<file path="src/rtl/raster_tgen_pkg.sv">
package raster_tgen_pkg;

    localparam int FIELD_W    = 11;
    localparam int SECOND_LSB = 16;
    localparam int NUM_PAIRS  = 8;
    localparam int NUM_SYNCS  = 4;

    localparam int IX_H_MAIN  = 0;
    localparam int IX_H_BLANK = 1;
    localparam int IX_H_SYNC  = 2;
    localparam int IX_H_FP    = 3;
    localparam int IX_V_MAIN  = 4;
    localparam int IX_V_BLANK = 5;
    localparam int IX_V_SYNC  = 6;
    localparam int IX_V_FP    = 7;

    localparam int ADDR_LOCK      = 0;
    localparam int ADDR_PAIR_BASE = 1;
    localparam int ADDR_CTRL      = ADDR_PAIR_BASE + NUM_PAIRS;
    localparam int ADDR_POL       = ADDR_CTRL + 1;

    typedef logic [FIELD_W-1:0] cnt_t;

    typedef struct packed {
        cnt_t second;
        cnt_t first;
    } pair_t;

    typedef pair_t [NUM_PAIRS-1:0] pair_bank_t;
    typedef pair_t [NUM_SYNCS-1:0] sync_bank_t;

    typedef struct packed {
        logic       enable;
        logic [1:0] pol;
    } ctrl_t;

    typedef struct packed {
        logic de;
        logic hblank;
        logic vblank;
        logic hsync;
        logic vsync;
        logic fp_hsync;
        logic fp_vsync;
    } raster_out_t;

    function automatic pair_t pair_of(int a, int b);
        pair_t p;
        p.first  = cnt_t'(a - 1);
        p.second = cnt_t'(b - 1);
        return p;
    endfunction

    function automatic pair_bank_t build_bank(int ha, int hss, int hse, int ht,
                                              int va, int vss, int vse, int vt);
        pair_bank_t b;
        b[IX_H_MAIN]  = pair_of(ha, ht);
        b[IX_H_BLANK] = pair_of(ha, ht);
        b[IX_H_SYNC]  = pair_of(hss, hse);
        b[IX_H_FP]    = pair_of(hss, hse);
        b[IX_V_MAIN]  = pair_of(va, vt);
        b[IX_V_BLANK] = pair_of(va, vt);
        b[IX_V_SYNC]  = pair_of(vss, vse);
        b[IX_V_FP]    = pair_of(vss - 1, vse - 1);
        return b;
    endfunction

    // Count lies strictly above first-1 and at or below second-1.
    function automatic logic in_window(cnt_t c, pair_t p);
        return (c > p.first) && (c <= p.second);
    endfunction

endpackage

</file>
<file path="src/rtl/rtg_regs.sv">
module rtg_regs
    import raster_tgen_pkg::*;
#(
    parameter int                ADDR_W     = 4,
    parameter int                DATA_W     = 32,
    parameter logic [DATA_W-1:0] UNLOCK_KEY = 'hA55A0F1E,
    parameter pair_bank_t        RESET_BANK = '0,
    parameter logic [1:0]        RESET_POL  = 2'b11
) (
    input  logic              clk,
    input  logic              rst,
    input  logic              wr_en,
    input  logic [ADDR_W-1:0] wr_addr,
    input  logic [DATA_W-1:0] wr_data,
    output pair_bank_t        shadow,
    output ctrl_t             ctrl,
    output logic              unlocked
);

    logic  wr_open;
    logic  hit_lock;
    pair_t wr_pair;

    assign hit_lock = wr_en && (wr_addr == ADDR_W'(ADDR_LOCK));
    assign wr_open  = wr_en && unlocked;
    assign wr_pair  = '{second: wr_data[SECOND_LSB +: FIELD_W],
                        first:  wr_data[FIELD_W-1:0]};

    always_ff @(posedge clk) begin
        if (rst) begin
            unlocked <= 1'b0;
        end else if (hit_lock) begin
            unlocked <= (wr_data == UNLOCK_KEY);
        end
    end

    for (genvar g = 0; g < NUM_PAIRS; g++) begin : g_pair
        pair_t q;
        always_ff @(posedge clk) begin
            if (rst) begin
                q <= RESET_BANK[g];
            end else if (wr_open && (wr_addr == ADDR_W'(ADDR_PAIR_BASE + g))) begin
                q <= wr_pair;
            end
        end
        assign shadow[g] = q;
    end

    always_ff @(posedge clk) begin
        if (rst) begin
            ctrl.enable <= 1'b0;
            ctrl.pol    <= RESET_POL;
        end else if (wr_open) begin
            if (wr_addr == ADDR_W'(ADDR_CTRL)) begin
                ctrl.enable <= wr_data[0];
            end
            if (wr_addr == ADDR_W'(ADDR_POL)) begin
                ctrl.pol <= wr_data[1:0];
            end
        end
    end

endmodule

</file>
<file path="src/rtl/rtg_frame_latch.sv">
module rtg_frame_latch
    import raster_tgen_pkg::*;
#(
    parameter pair_bank_t RESET_BANK = '0
) (
    input  logic       clk,
    input  logic       rst,
    input  logic       load,
    input  pair_bank_t shadow,
    output pair_bank_t active
);

    always_ff @(posedge clk) begin
        if (rst) begin
            active <= RESET_BANK;
        end else if (load) begin
            active <= shadow;
        end
    end

endmodule

</file>
<file path="src/rtl/rtg_counter.sv">
module rtg_counter
    import raster_tgen_pkg::*;
(
    input  logic clk,
    input  logic rst,
    input  logic enable,
    input  cnt_t h_last,
    input  cnt_t v_last,
    output cnt_t h_cnt,
    output cnt_t v_cnt,
    output logic frame_load
);

    logic h_wrap;
    logic v_wrap;

    assign h_wrap     = (h_cnt == h_last);
    assign v_wrap     = (v_cnt == v_last);
    assign frame_load = !enable || (h_wrap && v_wrap);

    always_ff @(posedge clk) begin
        if (rst || !enable) begin
            h_cnt <= '0;
            v_cnt <= '0;
        end else if (h_wrap) begin
            h_cnt <= '0;
            v_cnt <= v_wrap ? '0 : v_cnt + 1'b1;
        end else begin
            h_cnt <= h_cnt + 1'b1;
        end
    end

endmodule

</file>
<file path="src/rtl/rtg_decode.sv">
module rtg_decode
    import raster_tgen_pkg::*;
(
    input  logic        enable,
    input  logic [1:0]  pol,
    input  cnt_t        h_cnt,
    input  cnt_t        v_cnt,
    input  cnt_t        h_act_last,
    input  cnt_t        v_act_last,
    input  pair_t       h_blank,
    input  pair_t       v_blank,
    input  sync_bank_t  sync_pairs,
    output raster_out_t outs
);

    logic [NUM_SYNCS-1:0] pin;
    logic                 in_h;
    logic                 in_v;

    assign in_h = (h_cnt <= h_act_last) && (h_cnt <= h_blank.first);
    assign in_v = (v_cnt <= v_act_last) && (v_cnt <= v_blank.first);

    // Entries 0,1 are horizontal (CRT, panel); 2,3 vertical (CRT, panel).
    for (genvar g = 0; g < NUM_SYNCS; g++) begin : g_sync
        localparam int AX = g / 2;
        cnt_t pos;
        assign pos    = (AX == 1) ? v_cnt : h_cnt;
        assign pin[g] = (enable && in_window(pos, sync_pairs[g])) ^ pol[AX];
    end

    always_comb begin
        outs.de       = enable && in_h && in_v;
        outs.hblank   = !enable || in_window(h_cnt, h_blank);
        outs.vblank   = !enable || in_window(v_cnt, v_blank);
        outs.hsync    = pin[0];
        outs.fp_hsync = pin[1];
        outs.vsync    = pin[2];
        outs.fp_vsync = pin[3];
    end

endmodule

</file>
<file path="src/rtl/raster_tgen.sv">
module raster_tgen
    import raster_tgen_pkg::*;
#(
    parameter int                ADDR_W       = 4,
    parameter int                DATA_W       = 32,
    parameter logic [DATA_W-1:0] UNLOCK_KEY   = 'hA55A0F1E,
    parameter int                H_ACTIVE     = 640,
    parameter int                H_SYNC_START = 664,
    parameter int                H_SYNC_END   = 704,
    parameter int                H_TOTAL      = 832,
    parameter int                V_ACTIVE     = 480,
    parameter int                V_SYNC_START = 489,
    parameter int                V_SYNC_END   = 491,
    parameter int                V_TOTAL      = 520,
    parameter logic [1:0]        RESET_POL    = 2'b11
) (
    input  logic               clk,
    input  logic               rst,
    input  logic               wr_en,
    input  logic [ADDR_W-1:0]  wr_addr,
    input  logic [DATA_W-1:0]  wr_data,
    output logic [FIELD_W-1:0] h_count,
    output logic [FIELD_W-1:0] v_count,
    output logic               de,
    output logic               hblank,
    output logic               vblank,
    output logic               hsync,
    output logic               vsync,
    output logic               fp_hsync,
    output logic               fp_vsync
);

    localparam pair_bank_t RESET_BANK = build_bank(H_ACTIVE, H_SYNC_START, H_SYNC_END, H_TOTAL,
                                                   V_ACTIVE, V_SYNC_START, V_SYNC_END, V_TOTAL);

    pair_bank_t  shadow;
    pair_bank_t  active;
    ctrl_t       ctrl;
    logic        unlocked;
    logic        frame_load;
    cnt_t        h_cnt;
    cnt_t        v_cnt;
    sync_bank_t  sync_pairs;
    raster_out_t outs;

    rtg_regs #(
        .ADDR_W     (ADDR_W),
        .DATA_W     (DATA_W),
        .UNLOCK_KEY (UNLOCK_KEY),
        .RESET_BANK (RESET_BANK),
        .RESET_POL  (RESET_POL)
    ) u_regs (
        .clk      (clk),
        .rst      (rst),
        .wr_en    (wr_en),
        .wr_addr  (wr_addr),
        .wr_data  (wr_data),
        .shadow   (shadow),
        .ctrl     (ctrl),
        .unlocked (unlocked)
    );

    rtg_frame_latch #(
        .RESET_BANK (RESET_BANK)
    ) u_latch (
        .clk    (clk),
        .rst    (rst),
        .load   (frame_load),
        .shadow (shadow),
        .active (active)
    );

    rtg_counter u_cnt (
        .clk        (clk),
        .rst        (rst),
        .enable     (ctrl.enable),
        .h_last     (active[IX_H_MAIN].second),
        .v_last     (active[IX_V_MAIN].second),
        .h_cnt      (h_cnt),
        .v_cnt      (v_cnt),
        .frame_load (frame_load)
    );

    assign sync_pairs = {active[IX_V_FP], active[IX_V_SYNC], active[IX_H_FP], active[IX_H_SYNC]};

    rtg_decode u_dec (
        .enable     (ctrl.enable),
        .pol        (ctrl.pol),
        .h_cnt      (h_cnt),
        .v_cnt      (v_cnt),
        .h_act_last (active[IX_H_MAIN].first),
        .v_act_last (active[IX_V_MAIN].first),
        .h_blank    (active[IX_H_BLANK]),
        .v_blank    (active[IX_V_BLANK]),
        .sync_pairs (sync_pairs),
        .outs       (outs)
    );

    assign h_count  = h_cnt;
    assign v_count  = v_cnt;
    assign de       = outs.de;
    assign hblank   = outs.hblank;
    assign vblank   = outs.vblank;
    assign hsync    = outs.hsync;
    assign vsync    = outs.vsync;
    assign fp_hsync = outs.fp_hsync;
    assign fp_vsync = outs.fp_vsync;

endmodule

</file>
<file path="config.mk">
export PLATFORM = sky130hd
export DESIGN_NAME = raster_tgen
export DESIGN_NICKNAME = d
export VERILOG_FILES = /design/src/rtl/raster_tgen_pkg.sv /design/src/rtl/rtg_regs.sv /design/src/rtl/rtg_frame_latch.sv /design/src/rtl/rtg_counter.sv /design/src/rtl/rtg_decode.sv /design/src/rtl/raster_tgen.sv
export SDC_FILE = /design/constraint.sdc
export NUM_CORES = 1
export LEC_CHECK = 0
export ABC_AREA = 1
export CAP_MARGIN = 30
export CORE_MARGIN = 2
export CORE_UTILIZATION = 60
export DETAILED_ROUTE_END_ITERATION = 12
export PLACE_DENSITY = 0.87
export SLEW_MARGIN = 40
export SYNTH_ARGS = -nofsm -noshare
export SYNTH_HDL_FRONTEND = slang
export SYNTH_HIERARCHICAL = 1
export SYNTH_SLANG_ARGS = --single-unit
export TNS_END_PERCENT = 100
</file>
<file path="constraint.sdc">
create_clock -name clk -period 3.7 [get_ports clk]
set_clock_uncertainty 0.1 [all_clocks]
set_input_delay 0.74 -clock clk [delete_from_list [all_inputs] [get_ports clk]]
set_output_delay 0.74 -clock clk [all_outputs]
set_load 0.005 [all_outputs]
</file>
# Yosys cells after proc, flatten, opt, wreduce, memory -nomap -nowiden
# Index checks and enable logic that the tools add are counted.
# op_classes
add_sub_neg	2
multipliers	0
n_div	0
n_lt_le_gt_ge	16
eq_ne	13
shift	0
muxes	1
bitwise_logic	4
reduce_logical	34
# op_table
cell	n
11-bit less-or-equal comparator	10
11-bit greater-than comparator	6
32-bit equality test (second input constant)	1
1-bit logical AND	25
11-bit by 1-bit adder with 11-bit output (second input constant)	2
11-bit equality test	2
4-bit by 3-bit equality test with 1-bit output (second input constant)	4
4-bit equality test (second input constant)	3
11-bit 2-to-1 mux	1
4-bit by 2-bit equality test with 1-bit output (second input constant)	2
4-bit by 1-bit equality test with 1-bit output (second input constant)	1
4-bit logical NOT	1
1-bit logical OR	4
2-bit AND reduction	2
1-bit XOR	4
2-bit OR reduction	1
1-bit logical NOT	1
# word_totals
reg_bits	378
latch_bits	0
ram_bits	0
romBits	0
in_bits	39
out_inout_bits	29
word_cells	107
memories	0

# Longest topological paths before layout
# Gate-level depths: netlist (run 1).
# depth
ltp_word	4
mapped_depth	14
mapped_depth_nobuf	14

# Hierarchy
# The synthesis (run 1) kept the hierarchy.
# modules_own_cells
mod	instances	cells_each	area_each_um2	seq_area_each_um2
rtg_regs	1	784	6610.1	3603.5
rtg_frame_latch	1	899	6496.2	3523.4
rtg_decode	1	698	4285.4	0.0
rtg_counter	1	266	1596.5	440.4

# Worst setup path before layout (run 1)
# OpenSTA, ideal clock, no wires.
# synth_path
path_kind	reg-to-output
from	reg u_cnt.v_cnt[6]
to	out de
arrival_ps	1482
t_required_ps	2860
setup_slack_ps	1378
path_stages_with_launch	10
n_path_buf	0
path_cell_list	dfxtp_1 > ha_1 > nand2_1 > nor2_1 > and2_1 > nand2_1 > nand3_1 > nand2_1 > nand3_1 > nor2_1
# synth_via
elab_chain_cells	3
elab_cells_between_ends	4
classes_between	2 x order compare; 2 x reduce/logical
# synth_lines
element	line	rtl
from (decl)	rtg_counter.sv:10	output cnt_t v_cnt,
from (signal assigned)	rtg_counter.sv:27	v_cnt <= v_wrap ? '0 : v_cnt + 1'b1;
11-bit less-or-equal comparator	rtg_decode.sv:21	assign in_v = (v_cnt <= v_act_last) && (v_cnt <= v_blank.first);
1-bit logical AND *	rtg_decode.sv:21	
1-bit logical AND *	rtg_decode.sv:32	outs.de = enable && in_h && in_v;
to (decl)	raster_tgen.sv:24	output logic de,
# Every way passes the cells marked *; elsewhere a longest branch is shown, timed or not.

# Worst setup path in the final report (run 1)
# layout_path
from	reg u_cnt.h_cnt[5]
to	out hblank
# layout_via
elab_chain_cells	3
elab_cells_between_ends	4
classes_between	2 x order compare; 2 x reduce/logical
# layout_lines
element	line	rtl
from (decl)	rtg_counter.sv:9	output cnt_t h_cnt,
from (signal assigned)	rtg_counter.sv:29	h_cnt <= h_cnt + 1'b1;
11-bit greater-than comparator / 11-bit less-or-equal comparator (equally long branches)	raster_tgen_pkg.sv:70	return (c > p.first) && (c <= p.second);
1-bit logical AND *	raster_tgen_pkg.sv:70	
1-bit logical OR *	rtg_decode.sv:33	outs.hblank = !enable || in_window(h_cnt, h_blank);
to (decl)	raster_tgen.sv:25	output logic hblank,
# Marked as above.

==> results of run 1 <==
## area by class of cell
cell class / count / area [um2] / area share
multi-input cells: 1804 / 9410 / 0.444
clock inverters: 15 / 179 / 0.00845
well taps: 402 / 503 / 0.0237
repair buffers: 111 / 1050 / 0.0494
inverters: 348 / 1330 / 0.0626
clock buffers: 53 / 1130 / 0.0534
flip-flops and latches: 378 / 7590 / 0.358
## Yosys cell counts (2+ instances only)
cell / count / area (um2)
nand2_1: 884 / 3320
dfxtp_1: 378 / 7570
inv_1: 320 / 1200
nor2_1: 224 / 841
nand3_1: 199 / 996
ha_1: 156 / 1950
a21oi_1: 103 / 515
o21ai_0: 46 / 230
clkbuf_1: 45 / 169
o211ai_1: 45 / 338
buf_2: 37 / 185
nand4_1: 24 / 150
nand2_2: 22 / 138
buf_6: 21 / 236
inv_2: 15 / 56.3
buf_4: 12 / 90.1
nor2_2: 11 / 68.8
nor2_4: 10 / 113
o211ai_2: 8 / 100
o21ai_1: 8 / 40.0
a21o_1: 7 / 52.6
clkinv_1: 7 / 26.3
xnor2_1: 7 / 61.3
nand3_4: 6 / 105
nand3b_1: 6 / 45.0
and2_1: 5 / 31.3
nor3_1: 5 / 25.0
o21a_1: 5 / 37.5
xor2_1: 5 / 43.8
a21oi_2: 4 / 35.0
clkinv_2: 4 / 20.0
nand3_2: 4 / 40.0
a21o_2: 2 / 17.5
nor3_2: 2 / 20.0
## worst min-delay path: cells and delay by family (launching register included)
kind	cells	cell delay, ns
flops	1	0.33
simple gates	2	0.10
## where the power goes
group	switching (mW)	internal, mW	leakage, nW
combinational	0.183	0.0611	7.82
sequential	0.00000000000197	4.07	3.06
clock	1.62	2.42	0.656
total	1.81	6.55	11.5
## through the flow
| step | setup WS (ns) | total power [mW] | area (um2) | util | std cells |
|---|---|---|---|---|---|
| after floorplan | 1.38 | 4.26 | 19000 | - | 2647 |
| after global placement | 0.603 | 4.39 | 19900 | 0.632 | 3043 |
| after detailed placement | 0.544 | 4.40 | 19900 | 0.632 | 3043 |
| after CTS | 0.0227 | 8.37 | 21200 | 0.674 | 3111 |
| after global routing | -0.00223 | 8.54 | 21200 | 0.675 | 3111 |
| final | 0.0764 | 8.35 | 21200 | 0.675 | 3111 |
## worst paths after layout
check / startpoint / endpoint / slack [ns] / depth (start not counted)
max: u_cnt/h_cnt[5]$_SDFF_PP0_ / hblank / 0.08 / 10
min reg2reg: u_latch/active[156]$_SDFFE_PP1P_ / u_latch/active[156]$_SDFFE_PP1P_ / 0.36 / 2
max reg2reg: u_cnt/h_cnt[5]$_SDFF_PP0_ / u_latch/active[32]$_SDFFE_PP0P_ / 0.85 / 12
min: u_latch/active[156]$_SDFFE_PP1P_ / u_latch/active[156]$_SDFFE_PP1P_ / 0.36 / 2
## cells by family (layout without fill, tap and decap cells)
group	after synthesis	in the layout
xor gates and xnor gates	12	12
and+or+nand+nor	1408	1408
AOI/OAI and AO/OA	228	228
DFF	378	378
buffers and inverters	465	527
adders and majority gates	156	156
## state kept, by name, summed over array words and instances, names as in the netlist
signal	flops
u_cnt/h_cnt	11
u_regs/unlocked	1
u_latch/active	176
u_regs/ctrl	3
u_regs/shadow	176
u_cnt/v_cnt	11
## metal layers
| layer | global-route usage | vias up | share of wire |
|---|---|---|---|
| met4 | 0.173 | 0 | 0.055 |
| met1 | 0.393 | 8078 | 0.40 |
| met5 | 0 | - | 0 |
| met2 | 0.555 | 795 | 0.46 |
| met3 | 0.0548 | 209 | 0.089 |
| li1 | - | 8344 | - |
==> metrics.cfg, run 1 <==
[outcome]
status = complete, no violations

[logic_synthesis]
synth_fa_ha_area_frac = 0.103
yosysWarningCount = 6
yosys.cell_types.count = 44
synthArstFlopShare = 0
synth_top_family_by_area = simple AND/OR/NAND/NOR gates
synthSimpleGateAreaFrac = 0.315
ys.flop_type = dfxtp_1
synth_enable_flop_cells = 0
netlist_area_um2 = 19000
ys_ff_latch = 378
syn_area_per_cell_um2 = 7.17
synthXorXnorAreaFrac = 0.00554
syn_inst = 2647
synth_compound_area_frac = 0.0720
seq_area_frac_synth = 0.399
synth.area.mux_share = 0
syn-num-nets = 2842

[cells_and_area]
num-fill-cells = 2554
drive_gt1_frac = 0.0816
final_cell_mix = nand2_1, dfxtp_1, inv_1, nor2_1, nand3_1
area_growth_pct = 11.6
layout_commonest_cell = nand2_1
fin_nets = 2877
diodes = 0

[setup_path]
required_ns = 2.86
cp.buffers_inverters = 2
cp.arrival_ns = 2.78
worstSetupStartpointType = flop
cp_max_fo = 8
critPathMaxStageDelay_ns = 0.48
end_kind = output port
path_class = flop to output port
path_cells = buf_4, ha_1, nand2_1, o21ai_0, nand2_1, nand3_1, nand2_1, nand2_1, nand2_1, clkdlybuf4s50_1
path_common_cell = nand2_1
crit_family = buffers and inverters
slowest_stage = clkdlybuf4s50_1

[routing]
drtAntennaViolNets = 0
drt_pass1_iterations = 8
dr.first_iter.drc_count = 1576
vias = 17400
routed_wirelength_mm = 54.2
viasPerCell = 5.60
wire_per_inst_um = 17.4
route.detailed.drc = 0

[sta]
finalCriticalPeriod_ns = 3.62
slew_violations = 0
tightest_slew_ns = 0.900
slew-limit-headroom = 0.398
setup_violations = 0
hold_viol_final = 0
max_freq_ghz = 0.276
holdWs_ns = 0.360
finalCritPeriodShare = 0.979
setup_tns_ns = 0

[global_route]
grt_usage = 0.325
grt-ovfl-total = 0
grt_max_degree = 123
antenna_found_initial = 0
grt_pass1_vias = 17100
grt_pass1_wl_mm = 85.8

[clocking]
htreeDepth = 2
clk_latency_ns = 0.53
clockRootBuffer = clkbuf_16
cts_setup_buffers = 0
cts.sinks = 378
ctsResizeCount = 2
postCtsHoldBufs = 0
clk_pin_slew_ns = 0.06
cts_inserted_buffers = 39
cts_buffer_depth = 3
cts_tree = yes

[floorplan]
die_w_um = 182
die_y_um = 182
dieArea_um2 = 33100
io_pins = 68
num_rows = 65
start_util = 0.605
core-area_um2 = 31400

[hold_path]
hold_class = flop to flop

[placed_design]
portBuffers = 67
hpwl_mm = 35.8
routabilityCongestion = 0.949

[power_and_ir_drop]
power.leakage_nw = 11.5
p_per_area_nw_per_um2 = 394
peakVddDrop_v = 0.000347

[job]
max_cap_viol_count = 0

(Power assumes the default switching activity.)
==> run 2: changes to the inputs <==
--- a/config.mk
+++ b/config.mk
@@ -16,4 +16,3 @@
 export SYNTH_HDL_FRONTEND = slang
 export SYNTH_HIERARCHICAL = 1
 export SYNTH_SLANG_ARGS = --single-unit
-export TNS_END_PERCENT = 100
==> results of run 2 <==
Final layout, timing and power as in run 1 (identical DEF).
==> run 3: changes to the inputs <==
--- a/config.mk
+++ b/config.mk
@@ -10,6 +10,7 @@
 export CORE_MARGIN = 2
 export CORE_UTILIZATION = 60
 export DETAILED_ROUTE_END_ITERATION = 12
+export GPL_ROUTABILITY_DRIVEN = 0
 export PLACE_DENSITY = 0.87
 export SLEW_MARGIN = 40
 export SYNTH_ARGS = -nofsm -noshare
==> run 3 against run 2 <==
Effect of this change: register-to-register slack got worse by 0.33 ns; flip-flop and latch count unchanged; sequential power hardly changed; non-clock buffer count decreased by 5; routed wire length up 2.1%; setup slack worse by 0.017 ns; largest power group unchanged.
==> metrics.cfg, run 3 (synthesized netlist as in run 1, its figures left out) <==
[sta]
slew_violations = 0
tightest_slew_ns = 0.886
holdWs_ns = 0.358
finalCritPeriodShare = 0.984
setup_violations = 0
slew-limit-headroom = 0.408
max_freq_ghz = 0.275
hold_viol_final = 0
finalCriticalPeriod_ns = 3.64

[setup_path]
reg2reg_depth = 11
path_cells = ha_1, nand2_1, nor2_4, and2_1, nand4_1, nand2_1, nand2_1, nor2_2, clkdlybuf4s50_1
crit_family = simple AND/OR/NAND/NOR gates
reg2reg_slack_ns = 0.52
required_ns = 2.86
cp.arrival_ns = 2.80
slowest_stage = clkdlybuf4s50_1
end_kind = output port
path_class = flop to output port
r2r-start = u_cnt/v_cnt[2]$_SDFFE_PP0N_
cp_max_fo = 6
critPathMaxStageDelay_ns = 0.52
path_common_cell = nand2_1
worstSetupStartpointType = flop
r2r-end = u_latch/active[83]$_SDFFE_PP0P_
cp.buffers_inverters = 1

[clocking]
cts_tree = yes
cts_buffer_depth = 3
cts.sinks = 378
clk_latency_ns = 0.53
clk_pin_slew_ns = 0.06
clockRootBuffer = clkbuf_16
cts_inserted_buffers = 39
htreeDepth = 2

[floorplan]
die_y_um = 182
core-area_um2 = 31400
dieArea_um2 = 33100
die_w_um = 182
start_util = 0.605
num_rows = 65
io_pins = 68

[global_route]
grt-ovfl-total = 0
grt_pass1_vias = 17100
grt_usage = 0.329
grt_max_degree = 145
grt_pass1_wl_mm = 86.7
antenna_found_initial = 0

[power_and_ir_drop]
p_per_area_nw_per_um2 = 392
power.leakage_nw = 11.5
peakVddDrop_v = 0.000466

[routing]
drtAntennaViolNets = 0
dr.first_iter.drc_count = 1951
routed.top_layer = met4
route.detailed.drc = 0
routed_wirelength_mm = 55.4
viasPerCell = 5.66
route.met3.wl_mm = 5.63
wl_met1_mm = 21.2
wl_met2_mm = 25.0
wire_per_inst_um = 17.8
vias = 17600
drt_pass1_iterations = 6

[cells_and_area]
final_cell_mix = nand2_1, dfxtp_1, inv_1, nor2_1, nand3_1
diodes = 0
num-fill-cells = 2440
area_growth_pct = 11.4
layout_commonest_cell = nand2_1
drive_gt1_frac = 0.0824
fin_nets = 2872
finalInstanceArea_um2 = 21200

[outcome]
status = complete, no violations

[placed_design]
portBuffers = 67
placed_area_um2 = 19800
hpwl_mm = 35.6

[job]
max_cap_viol_count = 0

[hold_path]
min-delay-start = u_latch/active[168]$_SDFFE_PP1P_
holdPathEnd = u_latch/active[168]$_SDFFE_PP1P_
hold_class = flop to flop
whs_path_depth = 2

[run 3: repair_timing]
item | in CTS | in global routing
buffers inserted | 0 | 2
hold buffers | 0 | 0
gates resized for setup | 12 | 14
setup endpoints to repair | 3 | 7
endpoints found under the hold margin | 0 | 0
pin swaps | 0 | 1
[run 3: final cells by class]
class	count	area, um2	share of cell area
multi-input combinational	1804	9420	0.445
sequential	378	7590	0.359
inverter	348	1330	0.0628
clock buffer	55	1130	0.0532
timing repair buffer	106	1020	0.0483
tap	402	503	0.0238
clock inverter	14	160	0.00757
[run 3: layer usage]
metal,vias up,track usage
met5,-,0
met4,0,0.202
met3,216,0.0509
met2,949,0.541
met1,8072,0.407
li1,8335,-
[run 3: how the worst max path moves through the flow]
stage | from | end | depth (start not counted)
2_1_floorplan | u_cnt/v_cnt[6]$_SDFFE_PP0N_ | de | 9
3_3_place_gp | u_cnt/v_cnt[1]$_SDFFE_PP0N_ | de | 9
3_5_place_dp | u_cnt/v_cnt[2]$_SDFFE_PP0N_ | u_latch/active[72]$_SDFFE_PP0P_ | 11
4_1_cts | u_cnt/h_cnt[6]$_SDFF_PP0_ | de | 10
5_1_grt | u_cnt/h_cnt[10]$_SDFF_PP0_ | de | 9
6_report | u_cnt/h_cnt[10]$_SDFF_PP0_ | de | 9
[run 3: power by group]
part	switching, mW	internal, mW
Sequential	0.00000000000203	4.07
Clock	1.66	2.34
Combinational	0.180	0.0612
[run 3: tightest hold or removal path, cell delays in order, from the launching register on]
cell and delay, ns:
dfxtp_1 0.33, nand2_1 0.05, nand3_1 0.05
[run 3: through the flow]
step / total power, mW / util / setup slack (ns) / std cells / TNS, ns
2_1_floorplan: 4.26 / - / 1.38 / 2647 / 0
3_3_place_gp: 4.39 / 0.631 / 0.467 / 3036 / 0
3_5_place_dp: 4.39 / 0.631 / 0.447 / 3036 / 0
4_1_cts: 8.31 / 0.672 / 0.00260 / 3105 / 0
5_1_grt: 8.49 / 0.674 / -0.0160 / 3107 / -0.0186
6_report: 8.30 / 0.674 / 0.0596 / 3107 / 0
